File: config.mk
export PLATFORM = sky130hd
export DESIGN_NAME = ering_producer
export DESIGN_NICKNAME = d
export VERILOG_FILES = /design/src/rtl/ering_pkg.sv /design/src/rtl/ering_tbl_fetch.sv /design/src/rtl/ering_rec_writer.sv /design/src/rtl/ering_status.sv /design/src/rtl/ering_producer.sv
export SDC_FILE = /design/constraint.sdc
export NUM_CORES = 1
export LEC_CHECK = 0
export BUFFER_PORTS_ARGS = -buffer_cell sky130_fd_sc_hd__clkbuf_2
export CORE_ASPECT_RATIO = 0.5
export CORE_UTILIZATION = 45
export CTS_BUF_LIST = sky130_fd_sc_hd__clkbuf_4 sky130_fd_sc_hd__clkbuf_8 sky130_fd_sc_hd__clkbuf_16
export CTS_CLUSTER_DIAMETER = 120
export DETAILED_ROUTE_END_ITERATION = 8
export GPL_ROUTABILITY_DRIVEN = 0
export GPL_TIMING_DRIVEN = 0
export PLACE_DENSITY = 0.68
export SYNTH_ARGS = -nofsm -noshare
export SYNTH_HDL_FRONTEND = slang
export SYNTH_SLANG_ARGS = --single-unit
File: constraint.sdc
create_clock -name clk -period 7.15 [get_ports clk]
set_clock_uncertainty 0.2 [all_clocks]
set_input_delay 1.7875 -clock clk [delete_from_list [all_inputs] [get_ports clk]]
set_output_delay 1.7875 -clock clk [all_outputs]
set_load 0.01 [all_outputs]
File: src/rtl/ering_pkg.sv
package ering_pkg;
  typedef enum logic [1:0] {
    ST_IDLE,
    ST_WRITE,
    ST_FETCH_CUR,
    ST_FETCH_NXT
  } ering_state_e;

  localparam int ENTRY_W   = 128;
  localparam int ENTRY_B   = 16;
  localparam int SIZE_LSB  = 64;
  localparam int CYC_BIT   = 0;
endpackage

File: src/rtl/ering_tbl_fetch.sv
module ering_tbl_fetch #(
  parameter int AW = 32,
  parameter int IW = 16
) (
  input  logic                        clk,
  input  logic                        rst_n,
  input  logic                        start,
  input  logic [IW-1:0]               idx,
  input  logic [AW-1:0]               tbl_base,
  output logic                        rd_req,
  output logic [AW-1:0]               rd_addr,
  input  logic                        rd_ack,
  input  logic                        rd_err,
  input  logic [ering_pkg::ENTRY_W-1:0] rd_data,
  output logic                        done,
  output logic                        err,
  output logic [AW-1:0]               seg_base,
  output logic [IW-1:0]               seg_size
);
  import ering_pkg::*;

  logic unused_bits;
  assign unused_bits = ^{rd_data[ENTRY_W-1:SIZE_LSB+IW], rd_data[SIZE_LSB-1:AW]};

  always_ff @(posedge clk) begin
    if (!rst_n) begin
      rd_req   <= 1'b0;
      rd_addr  <= '0;
      done     <= 1'b0;
      err      <= 1'b0;
      seg_base <= '0;
      seg_size <= '0;
    end else begin
      done <= 1'b0;
      if (start) begin
        rd_req  <= 1'b1;
        rd_addr <= tbl_base + AW'(idx) * AW'(ENTRY_B);
      end else if (rd_req && rd_ack) begin
        rd_req   <= 1'b0;
        done     <= 1'b1;
        err      <= rd_err;
        seg_base <= rd_data[AW-1:0];
        seg_size <= rd_data[SIZE_LSB +: IW];
      end
    end
  end
endmodule

File: src/rtl/ering_rec_writer.sv
module ering_rec_writer #(
  parameter int AW    = 32,
  parameter int DW    = 32,
  parameter int WORDS = 4
) (
  input  logic                  clk,
  input  logic                  rst_n,
  input  logic                  start,
  input  logic [AW-1:0]         base,
  input  logic [DW*WORDS-1:0]   rec,
  input  logic                  phase,
  output logic                  wr_req,
  output logic [AW-1:0]         wr_addr,
  output logic [DW-1:0]         wr_data,
  input  logic                  wr_ack,
  input  logic                  wr_err,
  output logic                  done,
  output logic                  err
);
  import ering_pkg::*;

  localparam int SW   = $clog2(WORDS + 1);
  localparam int IXW  = $clog2(WORDS);
  localparam int LAST = WORDS - 1;
  localparam int BPW  = DW / 8;

  logic [SW-1:0]        step;
  logic [AW-1:0]        base_q;
  logic [DW*WORDS-1:0]  rec_q;
  logic                 ph_q;
  logic [DW-1:0]        words [WORDS];
  logic                 final_ph;
  logic [IXW-1:0]       wsel;

  for (genvar g = 0; g < WORDS; g++) begin : g_word
    assign words[g] = rec_q[g*DW +: DW];
  end

  assign final_ph = (step == SW'(WORDS));
  assign wsel     = final_ph ? IXW'(LAST) : step[IXW-1:0];
  assign wr_addr  = base_q + AW'(wsel) * AW'(BPW);

  always_comb begin
    wr_data = words[wsel];
    if (wsel == IXW'(LAST)) wr_data[CYC_BIT] = final_ph ? ph_q : ~ph_q;
  end

  always_ff @(posedge clk) begin
    if (!rst_n) begin
      wr_req <= 1'b0;
      step   <= '0;
      base_q <= '0;
      rec_q  <= '0;
      ph_q   <= 1'b0;
      done   <= 1'b0;
      err    <= 1'b0;
    end else begin
      done <= 1'b0;
      if (start) begin
        wr_req <= 1'b1;
        step   <= '0;
        base_q <= base;
        rec_q  <= rec;
        ph_q   <= phase;
      end else if (wr_req && wr_ack) begin
        if (wr_err || final_ph) begin
          wr_req <= 1'b0;
          done   <= 1'b1;
          err    <= wr_err;
        end else begin
          step <= step + 1'b1;
        end
      end
    end
  end
endmodule

File: src/rtl/ering_status.sv
module ering_status #(
  parameter int AW    = 32,
  parameter int IW    = 16,
  parameter int REC_B = 16
) (
  input  logic [AW-1:0] enq,
  input  logic [AW-1:0] deq,
  input  logic [IW-1:0] cnt,
  input  logic [AW-1:0] nxt_base,
  input  logic [IW-1:0] tbl_size,
  input  logic [AW-1:0] tbl_base,
  output logic          empty,
  output logic          full,
  output logic          uninit
);
  assign empty  = (enq == deq);
  assign uninit = (tbl_size == '0) || (tbl_base == '0) || (enq == '0);
  assign full   = (cnt == IW'(1)) ? (deq == nxt_base)
                                  : (deq == enq + AW'(REC_B));
endmodule

File: src/rtl/ering_producer.sv
module ering_producer #(
  parameter int AW    = 32,
  parameter int IW    = 16,
  parameter int DW    = 32,
  parameter int WORDS = 4
) (
  input  logic                        clk,
  input  logic                        rst_n,
  input  logic                        cfg_size_we,
  input  logic [IW-1:0]               cfg_size,
  input  logic                        cfg_base_we,
  input  logic [AW-1:0]               cfg_base,
  input  logic                        cfg_deq_we,
  input  logic [AW-1:0]               cfg_deq,
  input  logic                        err_clr,
  input  logic                        ev_valid,
  output logic                        ev_ready,
  input  logic [DW*WORDS-1:0]         ev_data,
  output logic                        rd_req,
  output logic [AW-1:0]               rd_addr,
  input  logic                        rd_ack,
  input  logic                        rd_err,
  input  logic [ering_pkg::ENTRY_W-1:0] rd_data,
  output logic                        wr_req,
  output logic [AW-1:0]               wr_addr,
  output logic [DW-1:0]               wr_data,
  input  logic                        wr_ack,
  input  logic                        wr_err,
  output logic                        sts_empty,
  output logic                        sts_full,
  output logic                        sts_uninit,
  output logic                        sts_phase,
  output logic [AW-1:0]               sts_enq,
  output logic                        rej_full,
  output logic                        rej_uninit,
  output logic                        err_mem,
  output logic                        err_idx
);
  import ering_pkg::*;

  localparam int REC_B = (DW / 8) * WORDS;

  ering_state_e  st;
  logic [IW-1:0] tbl_size, seg_idx, cnt, idx_p1, idx_inc, size_nx, f_idx, f_size;
  logic [AW-1:0] tbl_base, deq, enq, nxt_base, base_nx, f_base;
  logic          phase, fetch_pend;
  logic          hs, w_start, w_done, w_err, f_start, f_done, f_err;
  logic          cfg_hit, reconf, bad_idx;

  assign size_nx = cfg_size_we ? cfg_size : tbl_size;
  assign base_nx = cfg_base_we ? cfg_base : tbl_base;
  assign cfg_hit = (cfg_size_we || cfg_base_we) && (size_nx != '0) && (base_nx != '0);
  assign bad_idx = seg_idx > size_nx;
  assign reconf  = cfg_hit && !bad_idx;

  assign idx_p1  = seg_idx + 1'b1;
  assign idx_inc = (idx_p1 == tbl_size) ? '0 : idx_p1;

  assign ev_ready = (st == ST_IDLE) && !fetch_pend;
  assign hs       = ev_valid && ev_ready;
  assign w_start  = hs && !sts_uninit && !sts_full;

  assign f_start = ((st == ST_IDLE) && fetch_pend)
                || ((st == ST_WRITE) && w_done && !w_err && (cnt == IW'(1)))
                || ((st == ST_FETCH_CUR) && f_done && !f_err);
  assign f_idx   = (st == ST_IDLE) ? seg_idx : idx_inc;

  assign sts_phase = phase;
  assign sts_enq   = enq;

  ering_status #(.AW(AW), .IW(IW), .REC_B(REC_B)) u_status (
    .enq(enq), .deq(deq), .cnt(cnt), .nxt_base(nxt_base),
    .tbl_size(tbl_size), .tbl_base(tbl_base),
    .empty(sts_empty), .full(sts_full), .uninit(sts_uninit)
  );

  ering_tbl_fetch #(.AW(AW), .IW(IW)) u_fetch (
    .clk(clk), .rst_n(rst_n), .start(f_start), .idx(f_idx), .tbl_base(tbl_base),
    .rd_req(rd_req), .rd_addr(rd_addr), .rd_ack(rd_ack), .rd_err(rd_err),
    .rd_data(rd_data), .done(f_done), .err(f_err),
    .seg_base(f_base), .seg_size(f_size)
  );

  ering_rec_writer #(.AW(AW), .DW(DW), .WORDS(WORDS)) u_writer (
    .clk(clk), .rst_n(rst_n), .start(w_start), .base(enq), .rec(ev_data),
    .phase(phase), .wr_req(wr_req), .wr_addr(wr_addr), .wr_data(wr_data),
    .wr_ack(wr_ack), .wr_err(wr_err), .done(w_done), .err(w_err)
  );

  always_ff @(posedge clk) begin
    if (!rst_n) begin
      st         <= ST_IDLE;
      tbl_size   <= '0;
      tbl_base   <= '0;
      deq        <= '0;
      enq        <= '0;
      cnt        <= '0;
      seg_idx    <= '0;
      nxt_base   <= '0;
      phase      <= 1'b1;
      fetch_pend <= 1'b0;
      rej_full   <= 1'b0;
      rej_uninit <= 1'b0;
      err_mem    <= 1'b0;
      err_idx    <= 1'b0;
    end else begin
      rej_uninit <= hs && sts_uninit;
      rej_full   <= hs && !sts_uninit && sts_full;
      if (cfg_size_we) tbl_size <= cfg_size;
      if (cfg_base_we) tbl_base <= cfg_base;
      if (cfg_deq_we)  deq      <= cfg_deq;
      if (err_clr) begin
        err_mem <= 1'b0;
        err_idx <= 1'b0;
      end
      if (cfg_hit && bad_idx) err_idx <= 1'b1;
      if ((st == ST_IDLE) && fetch_pend) fetch_pend <= 1'b0;
      if (reconf) fetch_pend <= 1'b1;

      unique case (st)
        ST_IDLE: begin
          if (fetch_pend)   st <= ST_FETCH_CUR;
          else if (w_start) st <= ST_WRITE;
        end
        ST_WRITE: begin
          if (w_done) begin
            if (w_err) begin
              err_mem <= 1'b1;
              st      <= ST_IDLE;
            end else begin
              enq <= enq + AW'(REC_B);
              cnt <= cnt - 1'b1;
              if (cnt == IW'(1)) begin
                seg_idx <= idx_inc;
                if (idx_inc == '0) phase <= ~phase;
                st <= ST_FETCH_CUR;
              end else begin
                st <= ST_IDLE;
              end
            end
          end
        end
        ST_FETCH_CUR: begin
          if (f_done) begin
            if (f_err) begin
              err_mem <= 1'b1;
              st      <= ST_IDLE;
            end else begin
              enq <= f_base;
              cnt <= f_size;
              st  <= ST_FETCH_NXT;
            end
          end
        end
        ST_FETCH_NXT: begin
          if (f_done) begin
            if (f_err) err_mem  <= 1'b1;
            else       nxt_base <= f_base;
            st <= ST_IDLE;
          end
        end
        default: st <= ST_IDLE;
      endcase
    end
  end
endmodule

==> impl_metrics.py <==
metrics = {
    "route": {
        "wl_per_cell_um": 20.3,
        "drtAntennaViolNets": 0,
        "drc": 0,
        "drt_wl_total_um": 82700,
        "dr.first_iter.drc_count": 2290,
        "vias_per_cell": 5.70,
        "drtPass1Iterations": 8,
        "vias": 23300,
    },
    "sta": {
        "tightest_slew_ns": 1.10,
        "tns_ns": 0,
        "finalCriticalPeriod_ns": 6.72,
        "fin_hold_ws_ns": 0.257,
        "final_hold_viol_count": 0,
        "finalWorstSetupSlack_ns": 0.432,
        "max_freq_ghz": 0.149,
        "slew_violations": 0,
        "rsz0062_at_grt": "no",
        "finalCritPeriodShare": 0.940,
        "setup-violations-final": 0,
        "relSlewSlack": 0.263,
    },
    "power_and_ir_drop": {
        "power_density_mw_per_mm2": 223,
        "power_mw": 6.12,
        "leakage_nw": 10.9,
        "peakVddDrop_v": 0.000151,
    },
    "finish": {
        "final_cell_area_mm2": 0.0275,
        "final_cells": 4085,
        "fillers": 4975,
        "fin_nets": 3742,
        "areaGrowthSynthToFinish_pct": 18.8,
        "final_core_util": 0.544,
        "drive_gt1_frac": 0.167,
        "ff_latch_area_mm2": 0.00867,
        "multi_input_area_mm2": 0.0133,
    },
    "cts": {
        "clk_latency_ns": 0.58,
        "root_buffer": "clkbuf_16",
        "post_cts_buffers": 0,
        "postCtsResizedCells": 2,
        "cts_htree_levels": 2,
        "clockBufferDepth": 3,
        "clkTransAtPathRegs_ns": 0.06,
        "cts_buffers": 42,
        "cts.sinks": 433,
        "cts_hold_buf": 0,
        "cts_tree": "yes",
    },
    "setup_path": {
        "start_kind": "flop",
        "reg2reg_from": "seg_idx[0]$_SDFFE_PN0P_",
        "reg2regPathDepth": 21,
        "cp.required_ns": 5.16,
        "critPathKind": "flop to output pin",
        "r2r_end": "u_fetch.rd_addr[28]$_SDFFE_PN0P_",
        "regToRegSetupSlack_ns": 0.59,
        "crit_fanout": 14,
        "critical_path.top_delay_family": "buffers and inverters",
        "path_cells": "clkbuf_2, buf_2, inv_1, ha_1, a21oi_1, inv_1, ha_1, fa_1, nand3_1, nor2_1, nand2_1, or3_1, nor2_1, nand3_1, xnor2_1, clkbuf_2",
        "cp_num_buf_inv": 5,
        "cp_slowest_stage_delay_ns": 0.46,
        "critPathArrivalTime_ns": 4.73,
        "end_kind": "output pin",
        "cpMaxStageDelayCell": "a21oi_1",
    },
    "yosys": {
        "yosys_register_bits": 433,
        "synth_top_cell_by_area": "dfxtp_1",
        "synth_warnings": 0,
        "synth_commonest_cells": "nand2_1, dfxtp_1, mux2i_1",
        "syn_nets": 3299,
        "synth.distinct_cells": 92,
        "synth-edff-count": 0,
        "syn_avg_cell_area_um2": 7.96,
        "postSynthCellCount": 2909,
        "yosys_most_used_dff": "dfxtp_1",
        "synthTopCellsByArea": "dfxtp_1, nand2_1, mux2i_1",
        "async_reset_ff_frac": 0,
        "ys_seq_area_frac": 0.374,
        "synth_top_cell_area_share": 0.374,
        "yosysMostFrequentCell": "nand2_1",
        "synth_area_mm2": 0.0231,
    },
    "hold_path": {
        "hold_depth": 2,
        "min_path_type": "flop to flop",
        "hold_path_end": "u_fetch.rd_addr[7]$_SDFFE_PN0P_",
        "min-delay-start": "u_fetch.rd_addr[7]$_SDFFE_PN0P_",
    },
    "placement": {
        "port_buffers": 400,
        "dp.cells": 3999,
        "dp_hpwl_um": 63900,
        "post-place-ws_ns": 0.278,
        "dpl_cell_area_mm2": 0.0260,
    },
    "floorplanning": {
        "std_cell_rows": 58,
        "die-area_mm2": 0.0524,
        "start_util": 0.458,
        "die_w_um": 323,
        "core_mm2": 0.0505,
        "die_y_um": 162,
        "ios": 486,
    },
    "job": {
        "drv_cap": 0,
    },
    "global_routing": {
        "grt_usage": 0.304,
        "grt_use_met3": 0.0612,
        "met2_usage": 0.503,
        "grt_pass1_vias": 21600,
        "use_met1": 0.379,
        "busiest_layer": "met2",
        "grt-ovfl-total": 0,
        "grt_pass1_wl_um": 123000,
        "grt_max_degree": 15,
        "antenna_found_initial": 13,
    },
    "status": {
        "status": "completed",
    },
}
[worst min-delay path, stage by stage, from the launching register on]
cell and delay [ns]:
dfxtp_1 0.31, nand2_1 0.05, a21oi_1 0.05
[where the power goes]
part | internal (mW) | leakage (nW) | total (mW) | switching, mW
Sequential | 2.53 | 3.51 | 2.65 | 0.118
Combinational | 0.349 | 6.64 | 1.10 | 0.747
Clock | 1.37 | 0.724 | 2.38 | 1.01
[registers in the layout, indices dropped and copies added, names as in the netlist, 2 cells and up]
register	cells
u_writer.base_q	32
u_fetch.seg_size	16
seg_idx	16
tbl_size	16
tbl_base	32
u_fetch.seg_base	32
u_writer.rec_q	127
sts_enq	32
cnt	16
deq	32
nxt_base	32
st	2
u_writer.step	3
u_fetch.rd_addr	32
[kinds of logic after synthesis]
| group | synth area share |
|---|---|
| simple gates | 0.250 |
| compound gates | 0.134 |
| flops | 0.374 |
| buf+inv | 0.0506 |
| mux | 0.109 |
| xor+xnor | 0.0579 |
| fa+ha+maj | 0.0239 |
[worst max path at each step]
stage                                              from     endpoint  slack [ns]  cells after the start
after floorplan           u_writer.step[0]$_SDFFE_PP0P_  wr_addr[29]        1.59                     16
after global placement    u_writer.step[0]$_SDFFE_PP0P_  wr_addr[31]        0.33                     17
after detailed placement  u_writer.step[0]$_SDFFE_PP0P_  wr_addr[31]        0.28                     17
after CTS                 u_writer.step[0]$_SDFFE_PP0P_  wr_addr[31]        0.06                     17
after global routing      u_writer.step[0]$_SDFFE_PP0P_  wr_addr[31]        0.04                     17
final                     u_writer.step[0]$_SDFFE_PP0P_  wr_addr[28]        0.43                     16
[per-layer routing]
| layer | vias up | wire (um) |
|---|---|---|
| li1 | 10900 | - |
| met1 | 11000 | 33500 |
| met2 | 1063 | 38400 |
| met3 | 261 | 6910 |
| met4 | 2 | 3920 |
| met5 | - | 75 |
[layout by cell type, fill, tap and decap left out, types with 43 or more instances in the layout]
cell / count
nor4_1: 59
clkbuf_1: 156
o21ai_0: 90
clkbuf_16: 43
a211oi_1: 45
mux2i_1: 249
a21oi_1: 202
nand3_1: 56
xor2_1: 57
xnor2_1: 83
nand2_1: 704
dfxtp_1: 433
nor2_1: 222
nor2b_1: 54
clkbuf_2: 403
[area by class of cell]
type / instances / share of cell area
plain buffers: 216 / 0.0374
repair buffers: 400 / 0.0728
flip-flops and latches: 433 / 0.315
clock inverters: 15 / 0.00673
well taps: 690 / 0.0314
inverters: 38 / 0.00519
diodes: 13 / 0.00118
clock buffers: 59 / 0.0456
multi-input cells: 2221 / 0.484
No activity file was read; power rests on OpenSTA's default activity.
